<file path="src/rtl/tmr_pkg.sv">
package tmr_pkg;

  localparam int N_CHAN       = 3;
  localparam int CTL_EN_BIT   = 7;
  localparam int CTL_PER_BIT  = 6;
  localparam int CTL_FAST_BIT = 3;
  localparam int REF_EN_BIT   = 8;

  localparam logic [7:0] OFS_LOAD = 8'h00;
  localparam logic [7:0] OFS_VAL  = 8'h04;
  localparam logic [7:0] OFS_CTL  = 8'h08;
  localparam logic [7:0] OFS_CLR  = 8'h0C;
  localparam logic [7:0] REF_LO   = 8'h60;
  localparam logic [7:0] REF_HI   = 8'h64;

  typedef struct packed {
    logic en;
    logic periodic;
    logic fast;
  } chan_ctl_t;

  function automatic logic [7:0] chan_base(int idx);
    case (idx)
      0:       return 8'h00;
      1:       return 8'h20;
      default: return 8'h80;
    endcase
  endfunction

  function automatic logic [31:0] ctl_word(chan_ctl_t c);
    logic [31:0] w;
    w = '0;
    w[CTL_EN_BIT]   = c.en;
    w[CTL_PER_BIT]  = c.periodic;
    w[CTL_FAST_BIT] = c.fast;
    return w;
  endfunction

endpackage

</file>
<file path="src/rtl/tmr_down_chan.sv">
module tmr_down_chan
  import tmr_pkg::*;
#(
  parameter int CNT_W = 16
) (
  input  logic             clk,
  input  logic             rst,
  input  logic             tick_slow,
  input  logic             tick_fast,
  input  logic             wr_load,
  input  logic             wr_ctl,
  input  logic             wr_clr,
  input  logic [CNT_W-1:0] load_data,
  input  chan_ctl_t        ctl_data,
  output logic [CNT_W-1:0] cnt_o,
  output logic [CNT_W-1:0] load_o,
  output chan_ctl_t        ctl_o,
  output logic             irq_o,
  output logic             uflow_o
);

  logic pend_q;
  logic step;

  assign step    = ctl_o.en & (ctl_o.fast ? tick_fast : tick_slow);
  assign uflow_o = step & ~pend_q & (cnt_o == '0);

  always_ff @(posedge clk) begin
    if (rst) begin
      cnt_o  <= '0;
      load_o <= '0;
      ctl_o  <= '0;
      irq_o  <= 1'b0;
      pend_q <= 1'b0;
    end else begin
      if (wr_ctl)  ctl_o  <= ctl_data;
      if (wr_load) load_o <= load_data;

      if (wr_load && !ctl_o.en) begin
        cnt_o <= load_data;
      end else if (step) begin
        if (pend_q)                cnt_o <= load_o;
        else if (cnt_o == '0)      cnt_o <= ctl_o.periodic ? load_o : '1;
        else                       cnt_o <= cnt_o - 1'b1;
      end

      if (wr_load)   pend_q <= ctl_o.en;
      else if (step) pend_q <= 1'b0;

      if (uflow_o)     irq_o <= 1'b1;
      else if (wr_clr) irq_o <= 1'b0;
    end
  end

endmodule

</file>
<file path="src/rtl/tmr_ref_count.sv">
module tmr_ref_count #(
  parameter int REF_W = 40
) (
  input  logic             clk,
  input  logic             rst,
  input  logic             tick,
  input  logic             wr_hi,
  input  logic             en_data,
  output logic [REF_W-1:0] cnt_o,
  output logic             en_o
);

  always_ff @(posedge clk) begin
    if (rst) begin
      cnt_o <= '0;
      en_o  <= 1'b0;
    end else begin
      if (wr_hi) en_o <= en_data;
      if (!en_o)     cnt_o <= '0;
      else if (tick) cnt_o <= cnt_o + 1'b1;
    end
  end

endmodule

</file>
<file path="src/rtl/tick_timer_bank.sv">
module tick_timer_bank
  import tmr_pkg::*;
#(
  parameter int ADDR_W   = 8,
  parameter int DATA_W   = 32,
  parameter int NARROW_W = 16,
  parameter int WIDE_W   = 32,
  parameter int REF_W    = 40
) (
  input  logic              clk,
  input  logic              rst,
  input  logic [ADDR_W-1:0] bus_addr,
  input  logic              bus_we,
  input  logic [DATA_W-1:0] bus_wdata,
  output logic [DATA_W-1:0] bus_rdata,
  input  logic              tick_slow,
  input  logic              tick_fast,
  input  logic              tick_ref,
  output logic [N_CHAN-1:0] irq
);

  localparam int REF_HI_W = REF_W - DATA_W;

  logic [N_CHAN-1:0][DATA_W-1:0] cnt_ext;
  logic [N_CHAN-1:0][DATA_W-1:0] load_ext;
  logic [N_CHAN-1:0][DATA_W-1:0] ctl_ext;
  logic [N_CHAN-1:0]             uflow;
  logic [N_CHAN-1:0]             chan_en;
  logic [N_CHAN-1:0]             irq_q;
  chan_ctl_t                     ctl_in;

  logic [REF_W-1:0]  ref_cnt;
  logic              ref_en;
  logic [DATA_W-1:0] ref_hi_word;
  logic [DATA_W-1:0] rd_next;

  assign ctl_in = '{en:       bus_wdata[CTL_EN_BIT],
                    periodic: bus_wdata[CTL_PER_BIT],
                    fast:     bus_wdata[CTL_FAST_BIT]};

  for (genvar g = 0; g < N_CHAN; g++) begin : g_chan
    localparam int W = (g == N_CHAN - 1) ? WIDE_W : NARROW_W;
    localparam logic [ADDR_W-1:0] A_LOAD = ADDR_W'(chan_base(g) + OFS_LOAD);
    localparam logic [ADDR_W-1:0] A_CTL  = ADDR_W'(chan_base(g) + OFS_CTL);
    localparam logic [ADDR_W-1:0] A_CLR  = ADDR_W'(chan_base(g) + OFS_CLR);

    logic [W-1:0] cnt_w;
    logic [W-1:0] load_w;
    chan_ctl_t    ctl_w;

    tmr_down_chan #(.CNT_W(W)) u_chan (
      .clk       (clk),
      .rst       (rst),
      .tick_slow (tick_slow),
      .tick_fast (tick_fast),
      .wr_load   (bus_we && (bus_addr == A_LOAD)),
      .wr_ctl    (bus_we && (bus_addr == A_CTL)),
      .wr_clr    (bus_we && (bus_addr == A_CLR)),
      .load_data (bus_wdata[W-1:0]),
      .ctl_data  (ctl_in),
      .cnt_o     (cnt_w),
      .load_o    (load_w),
      .ctl_o     (ctl_w),
      .irq_o     (irq_q[g]),
      .uflow_o   (uflow[g])
    );

    assign cnt_ext[g]  = DATA_W'(cnt_w);
    assign load_ext[g] = DATA_W'(load_w);
    assign ctl_ext[g]  = DATA_W'(ctl_word(ctl_w));
    assign chan_en[g]  = ctl_w.en;
  end

  tmr_ref_count #(.REF_W(REF_W)) u_ref (
    .clk     (clk),
    .rst     (rst),
    .tick    (tick_ref),
    .wr_hi   (bus_we && (bus_addr == ADDR_W'(REF_HI))),
    .en_data (bus_wdata[REF_EN_BIT]),
    .cnt_o   (ref_cnt),
    .en_o    (ref_en)
  );

  always_comb begin
    ref_hi_word = '0;
    ref_hi_word[REF_HI_W-1:0] = ref_cnt[REF_W-1:DATA_W];
    ref_hi_word[REF_EN_BIT]   = ref_en;
  end

  always_comb begin
    rd_next = '0;
    for (int i = 0; i < N_CHAN; i++) begin
      if (bus_addr == ADDR_W'(chan_base(i) + OFS_LOAD)) rd_next = load_ext[i];
      if (bus_addr == ADDR_W'(chan_base(i) + OFS_VAL))  rd_next = cnt_ext[i];
      if (bus_addr == ADDR_W'(chan_base(i) + OFS_CTL))  rd_next = ctl_ext[i];
    end
    if (bus_addr == ADDR_W'(REF_LO)) rd_next = ref_cnt[DATA_W-1:0];
    if (bus_addr == ADDR_W'(REF_HI)) rd_next = ref_hi_word;
  end

  always_ff @(posedge clk) begin
    if (rst) bus_rdata <= '0;
    else     bus_rdata <= rd_next;
  end

  assign irq = irq_q;

endmodule

</file>
<file path="config.mk">
export PLATFORM = sky130hd
export DESIGN_NAME = tick_timer_bank
export DESIGN_NICKNAME = d
export VERILOG_FILES = /design/src/rtl/tmr_pkg.sv /design/src/rtl/tmr_down_chan.sv /design/src/rtl/tmr_ref_count.sv /design/src/rtl/tick_timer_bank.sv
export SDC_FILE = /design/constraint.sdc
export NUM_CORES = 1
export LEC_CHECK = 0
export ABC_AREA = 1
export ABC_CLOCK_PERIOD_IN_PS = 4500
export BUFFER_PORTS_ARGS = -buffer_cell sky130_fd_sc_hd__buf_2
export CAP_MARGIN = 0
export CORE_ASPECT_RATIO = 1.4
export CORE_MARGIN = 3
export CORE_UTILIZATION = 50
export CTS_CLUSTER_SIZE = 8
export DETAILED_ROUTE_END_ITERATION = 8
export PLACE_DENSITY = 0.71
export SLEW_MARGIN = 10
export SYNTH_ARGS = -nofsm -noshare
export SYNTH_HDL_FRONTEND = slang
export SYNTH_SLANG_ARGS = --single-unit
</file>
<file path="constraint.sdc">
create_clock -name clk -period 4.5 [get_ports clk]
set_clock_uncertainty 0.05 [all_clocks]
set_input_delay 0.9 -clock clk [delete_from_list [all_inputs] [get_ports clk]]
set_output_delay 0.9 -clock clk [all_outputs]
set_load 0.1 [all_outputs]
</file>
# After elaboration in Yosys (flattened, before gate mapping)
# Index checks and enable logic that the tools add are counted.
[word_totals]
input_bits = 46
register_bits = 216
word_cells = 127
output_inout_bits = 35
[op_classes]
n_mux = 41
n_reduce_logical = 31
addsub = 4
eq_ne = 13
bitwise = 13
[op_table]
columns = ["operator", "count"]
rows = [
  ["$mux 32", 9],
  ["$mux 16", 16],
  ["$add 40x1->40 const B", 1],
  ["$eq 8x6->1 const B", 4],
  ["$eq 8x8->1 const B", 4],
  ["$logic_not 16->1", 2],
  ["$logic_not 32->1", 1],
  ["$sub 16x1->16 const B", 2],
  ["$sub 32x1->32 const B", 1],
  ["$reduce_bool 2->1", 9],
  ["$eq 8x4->1 const B", 2],
  ["$eq 8x7->1 const B", 2],
  ["$mux 1", 15],
  ["$logic_and 1x1->1", 13],
  ["$and 1x1->1", 9],
  ["$mux 9", 1],
  ["$eq 8x3->1 const B", 1],
  ["$logic_not 8->1", 1],
  ["$not 1->1", 4],
  ["$reduce_or 2->1", 2],
  ["$logic_not 1->1", 3],
]

# Depth between registers and ports, before layout
# Gate-level depths: netlist of the first run.
[logic_depth]
ltp_word = 12
depth_mapped = 13
ltp_nobuf = 13

# Modules after synthesis
# From an unflattened synthesis of the first run, not the netlist that was laid out.
[unflattened]
cells_unflattened = 2119
hier_area_um2 = 13599.3
[modules_own_cells]
columns = ["mod", "cells_per_inst", "area_each_um2", "instances", "seq_area_each_um2"]
rows = [
  ["tmr_down_chan at g_chan[0].u_chan ...", 344, 2302.2, 2, 740.7],
  ["tmr_down_chan at g_chan[2].u_chan", 648, 4179.0, 1, 1381.3],
  ["tick_timer_bank", 403, 2427.3, 1, 640.6],
  ["tmr_ref_count", 380, 2388.5, 1, 820.8],
]

# Worst setup path after synthesis of the first run
# OpenSTA, ideal clock, no wires.
[synth_path]
path_type = "input -> register"
start = "in bus_addr[1]"
end = "reg g_chan[0].u_chan.cnt_o[13]"
path_slack_ns = 2.279
t_arrival_ns = 2.044
cell_stages = 11
path_buffers = 1
cell_sequence = "nor2_2 -> nand2_4 -> nor2_8 -> nand2_4 -> nor2_8 -> nor2_4 -> clkinv_2 -> buf_6 -> o22ai_1 -> a21oi_1 -> nor2_1"
[synth_between]
elab_chain_cells = 4
[synth_lines]
columns = ["element", "line", "rtl"]
rows = [
  ["start: declaration", "tick_timer_bank.sv:12", "input logic [ADDR_W-1:0] bus_addr,"],
  ["$logic_not 8->1 (*)", "tick_timer_bank.sv:56", ".wr_load (bus_we && (bus_addr == A_LOAD)),"],
  ["$logic_and 1x1->1 (*)", "tick_timer_bank.sv:56", ""],
  ["$logic_and 1x1->1 (*)", "tmr_down_chan.sv:39", "if (wr_load && !ctl_o.en) begin"],
  ["$mux 16 / $reduce_bool 2->1 (equally long branches)", "n/a", ""],
  ["end signal: assignment", "tmr_down_chan.sv:40", "cnt_o <= load_data;"],
  ["end signal: assignment", "tmr_down_chan.sv:42", "if (pend_q) cnt_o <= load_o;"],
  ["end signal: assignment", "tmr_down_chan.sv:43", "else if (cnt_o == '0) cnt_o <= ctl_o.periodic ? load_o : '1;"],
  ["end: declaration", "tmr_down_chan.sv:15", "output logic [CNT_W-1:0] cnt_o,"],
]
# Mark *: on every way between the ends. The rest lies on a longest branch, timed or not.
# A chain may end at the register's enable or synchronous reset.

# Worst setup path after layout of the first run
[layout_path]
start = "in bus_addr[1]"
end = "reg g_chan[2].u_chan.cnt_o[17]"
[layout_between]
elab_chain_cells = 4
[layout_lines]
columns = ["element", "line"]
rows = [
  ["$eq 8x8->1 (*)", "tick_timer_bank.sv:56"],
  ["$logic_and 1x1->1 (*)", "tick_timer_bank.sv:56"],
  ["$logic_and 1x1->1 (*)", "tmr_down_chan.sv:39"],
  ["$mux 32 / $reduce_bool 2->1 (equally long branches)", "n/a"],
  ["end signal: assignment", "tmr_down_chan.sv:40"],
  ["end signal: assignment", "tmr_down_chan.sv:42"],
  ["end signal: assignment", "tmr_down_chan.sv:43"],
  ["end: declaration", "tmr_down_chan.sv:15"],
]
# Marks and branches as above.

==> results of run 1 <==
[report_power, final]
group / internal, mW / switching, mW / total [mW]
registers: 1.92 / 0.00339 / 1.92
logic: 0.0526 / 0.165 / 0.218
clock network: 1.16 / 0.817 / 1.98
total: 3.13 / 0.986 / 4.12
[cell families after synthesis]
| kind of cell | after synthesis |
|---|---|
| AO/OA/AOI/OAI | 434 |
| XOR/XNOR | 38 |
| adder cells (fa/ha/maj) | 7 |
| buffers and inverters | 408 |
| flip-flops | 216 |
| AND/OR/NAND/NOR | 861 |
[registers in the layout (all words and copies together), names as in the netlist]
register,flops
bus_rdata,32
g_chan.u_chan.cnt_o,64
g_chan.u_chan.ctl_o,9
g_chan.u_chan.irq_o,3
g_chan.u_chan.load_o,64
g_chan.u_chan.pend_q,3
u_ref.cnt_o,40
u_ref.en_o,1
[stage by stage]
| step | worst slack (ns) | util, % | power (mW) | instance area, um^2 | std cells |
|---|---|---|---|---|---|
| 6_report | 1.48 | 56.1 | 4.12 | 13900 | 2323 |
| 3_5_place_dp | 0.979 | 53.0 | 2.17 | 13100 | 2292 |
| 2_1_floorplan | 2.28 | - | 2.09 | 12600 | 1964 |
| 5_1_grt | 1.32 | 56.1 | 4.22 | 13900 | 2323 |
| 4_1_cts | 1.55 | 56.1 | 4.13 | 13900 | 2323 |
| 3_3_place_gp | 1.06 | 53.0 | 2.17 | 13100 | 2292 |
[cells in the final DEF, fill, tap and decap left out, types with 8 or more instances in the layout]
cell       instances
o21ai_0          156
o211ai_1           8
o22ai_1           42
a31oi_1           10
buf_4             10
nand4_1           48
buf_2             80
a21oi_1          180
xor2_1            35
nand3_1          183
o221ai_1          15
nor2_1           199
inv_2             14
nand2_1          345
inv_1            313
dfxtp_1          216
nor3_1            39
o21ai_1           12
clkbuf_16         30
[per-layer routing]
| metal | wire length (um) | vias up |
|---|---|---|
| met5 | 0 | - |
| met4 | 2860 | 0 |
| met3 | 4040 | 164 |
| met2 | 20800 | 714 |
| met1 | 17600 | 6242 |
| li1 | - | 6495 |
[how the worst max path moves through the flow]
stage / start / slack (ns) / to / depth (start not counted)
2_1_floorplan: bus_addr[1] / 2.28 / g_chan[0].u_chan.cnt_o[13] / 11
3_3_place_gp: bus_addr[5] / 1.06 / g_chan[2].u_chan.cnt_o[20] / 11
3_5_place_dp: bus_addr[1] / 0.98 / g_chan[2].u_chan.cnt_o[20] / 11
4_1_cts: bus_addr[1] / 1.55 / g_chan[2].u_chan.cnt_o[20] / 11
5_1_grt: bus_addr[1] / 1.32 / g_chan[2].u_chan.cnt_o[20] / 11
6_report: bus_addr[1] / 1.48 / g_chan[2].u_chan.cnt_o[17] / 11
[worst max-delay path, delay by kind of cell]
kind / cells / cell delay (ns)
buffers and inverters: 2 / 0.40
AND/OR/NAND/NOR: 7 / 1.78
AO/OA/AOI/OAI: 2 / 0.26
[area by class of cell]
class	count	area share, %
clock buffers	30	5.40
multi-input cells	1340	48.0
repair buffers	91	3.57
clock inverters	1	0.117
inverters	330	8.94
flip-flops and latches	216	31.1
well taps	315	2.84
==> impl_metrics.json, run 1 <==
{
  "status": "finished clean",
  "syn-num-nets": 2017,
  "cp.arrival_ns": 3.39,
  "grt_max_degree": 55,
  "rr_startpoint": "g_chan[2].u_chan.cnt_o[0]",
  "fp.coreArea_mm2": 0.0248,
  "synth_fa_ha_area_share_pct": 0.693,
  "postSynthAreaPerCell_um2": 6.43,
  "num_io_pins": 81,
  "rows": 68,
  "viasPerCell": 5.86,
  "grt_pass1_vias": 12900,
  "cts.sinks": 216,
  "drv_slew": 0,
  "worstPathRequired_ns": 4.87,
  "htree_levels": 1,
  "synth.mux.area_fraction_pct": 0,
  "register_area_mm2": 0.00432,
  "synth.top_cell.area_share_pct": 34.2,
  "r2r_slack_ns": 1.78,
  "relSlewSlack_pct": 22.4,
  "top_usage_layer": "met2",
  "power_density_mw_per_mm2": 296,
  "hp-start": "u_ref.en_o",
  "fin_tns_setup_ns": 0,
  "avgRoutedWirePerCell_um": 19.5,
  "whs_ns": 0.418,
  "die_w_um": 140,
  "gp_congestion": 0.982,
  "antenna_left": 0,
  "synth_compound_area_share_pct": 18.6,
  "synthArstFlopShare_pct": 0,
  "die_area_mm2": 0.0272,
  "use_met3_pct": 4.81,
  "synthSimpleGateAreaFrac_pct": 30.8,
  "yosys_register_bits": 216,
  "drc": 0,
  "critPathMostFrequentCell": "nand2_4",
  "crit_slowest_cell": "nor2_4",
  "ctsHoldBuffers": 0,
  "startpoint_type": "primary input",
  "grt_pass1_wl_um": 70700,
  "worst_r2r_endpoint": "g_chan[2].u_chan.cnt_o[6]",
  "place_hpwl_um": 33900,
  "fill_cells": 2500,
  "clock.fmax_mhz": 331,
  "synth_edf_count": 0,
  "synth_commonest_cells": "nand2_1, inv_1, dfxtp_1",
  "crit_path_max_incr_delay_ns": 0.47,
  "multi_input_area_mm2": 0.00667,
  "hold_end": "u_ref.en_o",
  "max-clock-path-buffers": 3,
  "area_growth_pct": 9.98,
  "rsz0062_at_grt": "false",
  "synth_top_family_by_area": "simple AND/OR/NAND/NOR gates",
  "period_needed_ns": 3.02,
  "synth-seq-area-share_pct": 34.2,
  "grt_overflow_total": 0,
  "rr_worst_depth": 12,
  "grt_use_met2_pct": 52.0,
  "min_path_type": "reg2reg",
  "yosys.cell_types.count": 46,
  "initial_utilization_pct": 51.0,
  "drtPass1Iterations": 6,
  "synth_area_leaders": "dfxtp_1, nand2_1, inv_1",
  "diodes": 0,
  "finalHoldViolations": 0,
  "cts_setup_buffers": 0,
  "yosys_most_used_dff": "dfxtp_1",
  "path_clk_slew_ns": 0.05,
  "track_usage_pct": 32.3,
  "yosys.area.top_type": "dfxtp_1",
  "maxCapViolCount": 0,
  "synth_xor_area_share_pct": 2.63,
  "dr.first_iter.drc_count": 1440,
  "grtUsageMet1_pct": 41.3,
  "root_buffer": "clkbuf_16",
  "syn-instance-count": 1964,
  "die_y_um": 194,
  "port_buffers": 80,
  "finalCritPeriodShare_pct": 67.1,
  "post_cts_resized": 0,
  "routed_wl_um": 45300,
  "setup_violations": 0,
  "vias": 13600,
  "antenna_found_initial": 0,
  "worst_pin_slew_ns": 1.16,
  "clk_latency_ns": 0.55,
  "drive_gt1_share_pct": 9.01,
  "tritoncts": "done",
  "netlist_area_mm2": 0.0126,
  "worstPathCellList": "buf_2 -> nor2_2 -> nand2_4 -> nor2_4 -> inv_2 -> nor2_8 -> nand2_4 -> nand2_4 -> o21ai_0 -> a21oi_1 -> nor2_1",
  "numCtsBuffers": 30,
  "hold_depth": 2,
  "fin_nets": 2062,
  "path_max_fanout": 26,
  "synth_most_common_cell": "nand2_1",
  "synth.yosys.warnings": 0,
  "cellLeakagePower_nw": 5.86,
  "critPathKind": "in2reg",
  "vdd_drop_max_mv": 0.429,
  "worstSetupEndpointType": "flop"
}
Power figures use the tool's default switching activity.
==> run 2, diff against run 1 <==
ABC_AREA = 0   (was 1)
ABC_CLOCK_PERIOD_IN_PS = 2650   (was 4500)
PLACE_DENSITY = 0.74   (was 0.71)
clock period = 2.65 ns   (was 4.5 ns; I/O delays follow)
==> run 2 against run 1 <==
  * Combinational power up 66%
  * Non-clock buffer count increased by 85
  * Count of clock-buffer cells in the layout increased by 1
  * Global-route usage grew 0.24 points
  * The flow now finishes with violations (DRC)
  * Via count decreased by 11%
  * First-iteration DRC count is 1.3% higher
  * Final area decreased by 3.9%
  * Synthesized cell count fell by 26%
==> impl_metrics.json, run 2 <==
{
  "vias": 12200,
  "r2r_slack_ns": 0.11,
  "relSlewSlack_pct": 16.7,
  "fill_cells": 2019,
  "cts_setup_buffers": 0,
  "final_util_pct": 60.4,
  "avgRoutedWirePerCell_um": 22.3,
  "grt_max_degree": 56,
  "numCtsBuffers": 30,
  "violations": "DRC",
  "clk_latency_ns": 0.55,
  "place_hpwl_um": 29400,
  "power.total_mw": 7.01,
  "hold_end": "g_chan[2].u_chan.load_o[30]",
  "syn-num-nets": 1515,
  "antenna_left": 0,
  "yosys.cell_types.count": 75,
  "die_area_mm2": 0.0246,
  "antenna_found_initial": 1,
  "reg_top3": "g_chan.u_chan.cnt_o: 64 flops, g_chan.u_chan.load_o: 64 flops, u_ref.cnt_o: 40 flops",
  "die_y_um": 185,
  "yosys_register_bits": 216,
  "crit_slowest_cell": "or4_4",
  "max-clock-path-buffers": 3,
  "critPathMostFrequentCell": "or4_4",
  "startpoint_type": "flop",
  "synth_commonest_cells": "nand2_1, dfxtp_1, a21oi_1",
  "netlist_area_mm2": 0.0114,
  "cellLeakagePower_nw": 4.89,
  "post_cts_resized": 1,
  "crit_path_max_incr_delay_ns": 0.54,
  "gp_congestion": 1.08,
  "rows": 64,
  "worstPathCellList": "or4_4 -> or4_4 -> nor4_4 -> a31oi_2 -> buf_4 -> or2_0 -> a31o_1",
  "hold_depth": 3,
  "vdd_drop_max_mv": 0.465,
  "whs_ns": 0.181,
  "drc": 1,
  "setup_violations": 0,
  "worst_pin_slew_ns": 1.24,
  "synth_most_common_cell": "nand2_1",
  "tritoncts": "done",
  "drtPass1Iterations": 9,
  "register_area_mm2": 0.00432,
  "dr.first_iter.drc_count": 1459,
  "path_clk_slew_ns": 0.05,
  "period_needed_ns": 2.54,
  "fp.coreArea_mm2": 0.0221,
  "yosys_most_used_dff": "dfxtp_1",
  "ctsHoldBuffers": 0,
  "mostFrequentLayoutCells": "nand2_1, dfxtp_1, a21oi_1",
  "final_common_cell": "nand2_1",
  "worst-path-buf-inv": 1,
  "initial_utilization_pct": 51.5,
  "num_io_pins": 81,
  "syn-instance-count": 1462,
  "finalCritPeriodShare_pct": 95.9,
  "power_density_mw_per_mm2": 525,
  "grt_pass1_vias": 11600,
  "cp.arrival_ns": 2.93,
  "port_buffers": 80,
  "grt_pass1_wl_um": 64000,
  "htree_levels": 1,
  "synth.yosys.warnings": 0,
  "critPathKind": "reg2reg",
  "finalHoldViolations": 0,
  "cts.sinks": 216,
  "maxCapViolCount": 0,
  "synthArstFlopShare_pct": 0,
  "grt_overflow_total": 0,
  "fin_nets": 1608,
  "synth_area_leaders": "dfxtp_1, nand2_1, a21oi_1",
  "status": "finished with violations",
  "multi_input_area_mm2": 0.00662,
  "synth.top_cell.area_share_pct": 38.0,
  "drv_slew": 0,
  "yosys.area.top_type": "dfxtp_1",
  "crit_family": "simple AND/OR/NAND/NOR gates",
  "track_usage_pct": 32.5,
  "drive_gt1_share_pct": 15.5,
  "postSynthAreaPerCell_um2": 7.78,
  "worstSetupEndpointType": "flop",
  "routed_wl_um": 41200,
  "synth_edf_count": 0,
  "worst_r2r_endpoint": "g_chan[2].u_chan.cnt_o[26]",
  "min_path_type": "in2reg",
  "path_max_fanout": 10,
  "hp-start": "bus_wdata[30]",
  "worstPathRequired_ns": 3.04,
  "root_buffer": "clkbuf_16",
  "rsz0062_at_grt": "false",
  "clock.fmax_mhz": 393,
  "synth-seq-area-share_pct": 38.0,
  "rr_startpoint": "g_chan[2].u_chan.cnt_o[18]",
  "die_w_um": 134,
  "viasPerCell": 6.56,
  "area_growth_pct": 17.4,
  "rr_worst_depth": 7
}
==> run 2: changes by cell type after synthesis, moves of 25 or more <==
cell      before  now
nor2_1       199  126
nand3_1      184   54
o22ai_1       42   15
a222oi_1       0   26
and3_1         0   40
nand2_1      345  250
a21oi_1      180  134
o221ai_1      15   40
clkbuf_1      45  102
nand4_1       48   14
o21ai_0      156   67
inv_1        314   14
==> run 2: worst register-to-register path, delay by kind of cell (launching register included) <==
family	cells	cell delay [ns]
AOI/OAI and AO/OA	2	0.38
and+or+nand+nor	4	1.49
buffers and inverters	1	0.21
DFF	1	0.31
==> run 2: worst max-delay path by stage <==
stage                          startpoint                         end  slack [ns]  depth (start not counted)
4_1_cts        g_chan[2].u_chan.cnt_o[18]   g_chan[2].u_chan.cnt_o[2]        0.02                          7
6_report       g_chan[2].u_chan.cnt_o[18]  g_chan[2].u_chan.cnt_o[26]        0.11                          7
3_3_place_gp   g_chan[2].u_chan.cnt_o[18]  g_chan[2].u_chan.cnt_o[26]        0.06                          7
5_1_grt        g_chan[2].u_chan.cnt_o[18]  g_chan[2].u_chan.cnt_o[26]        0.03                          7
3_5_place_dp   g_chan[2].u_chan.cnt_o[18]   g_chan[2].u_chan.cnt_o[2]      -0.001                          7
2_1_floorplan                 bus_addr[4]   g_chan[0].u_chan.cnt_o[2]        0.03                          8
==> run 2: metrics by stage <==
step	TNS, ns	instances	setup WS, ns	instance area (um^2)
floorplan	0	1462	0.0299	11400
global placement	0	1820	0.0642	12600
detailed placement	-0.00145	1820	-0.00145	12600
CTS	0	1851	0.0240	13300
global route	0	1852	0.0269	13400
finish	0	1852	0.108	13400
==> run 2: cell families after synthesis <==
| group | count (synthesis) | share of synthesized area, % |
|---|---|---|
| and+or+nand+nor | 613 | 25.6 |
| AOI/OAI and AO/OA | 401 | 23.5 |
| DFF | 216 | 38.0 |
| buffers and inverters | 129 | 4.42 |
| xor gates and xnor gates | 77 | 5.93 |
| muxes | 19 | 1.81 |
| adders and majority gates | 7 | 0.770 |
==> run 2: layout make-up <==
class / count / share of cell area [%]
diodes: 1 / 0.0187
repair buffers: 176 / 9.07
inverters: 14 / 0.394
multi-input cells: 1117 / 49.5
clock buffers: 31 / 5.81
flip-flops and latches: 216 / 32.4
well taps: 297 / 2.78
==> run 2: where the power goes <==
part | internal, mW | total [mW] | switching, mW
clock | 2.02 | 3.38 | 1.36
combinational | 0.112 | 0.361 | 0.250
sequential | 3.26 | 3.26 | 0.00558
total | 5.39 | 7.01 | 1.62
==> run 2: layer usage <==
layer	vias to the layer above	global-route usage [%]	wire length [um]
met5	-	0	0
met4	0	22.0	3220
met3	203	5.49	3520
met2	704	55.5	19600
met1	5714	37.4	14800
li1	5530	-	-
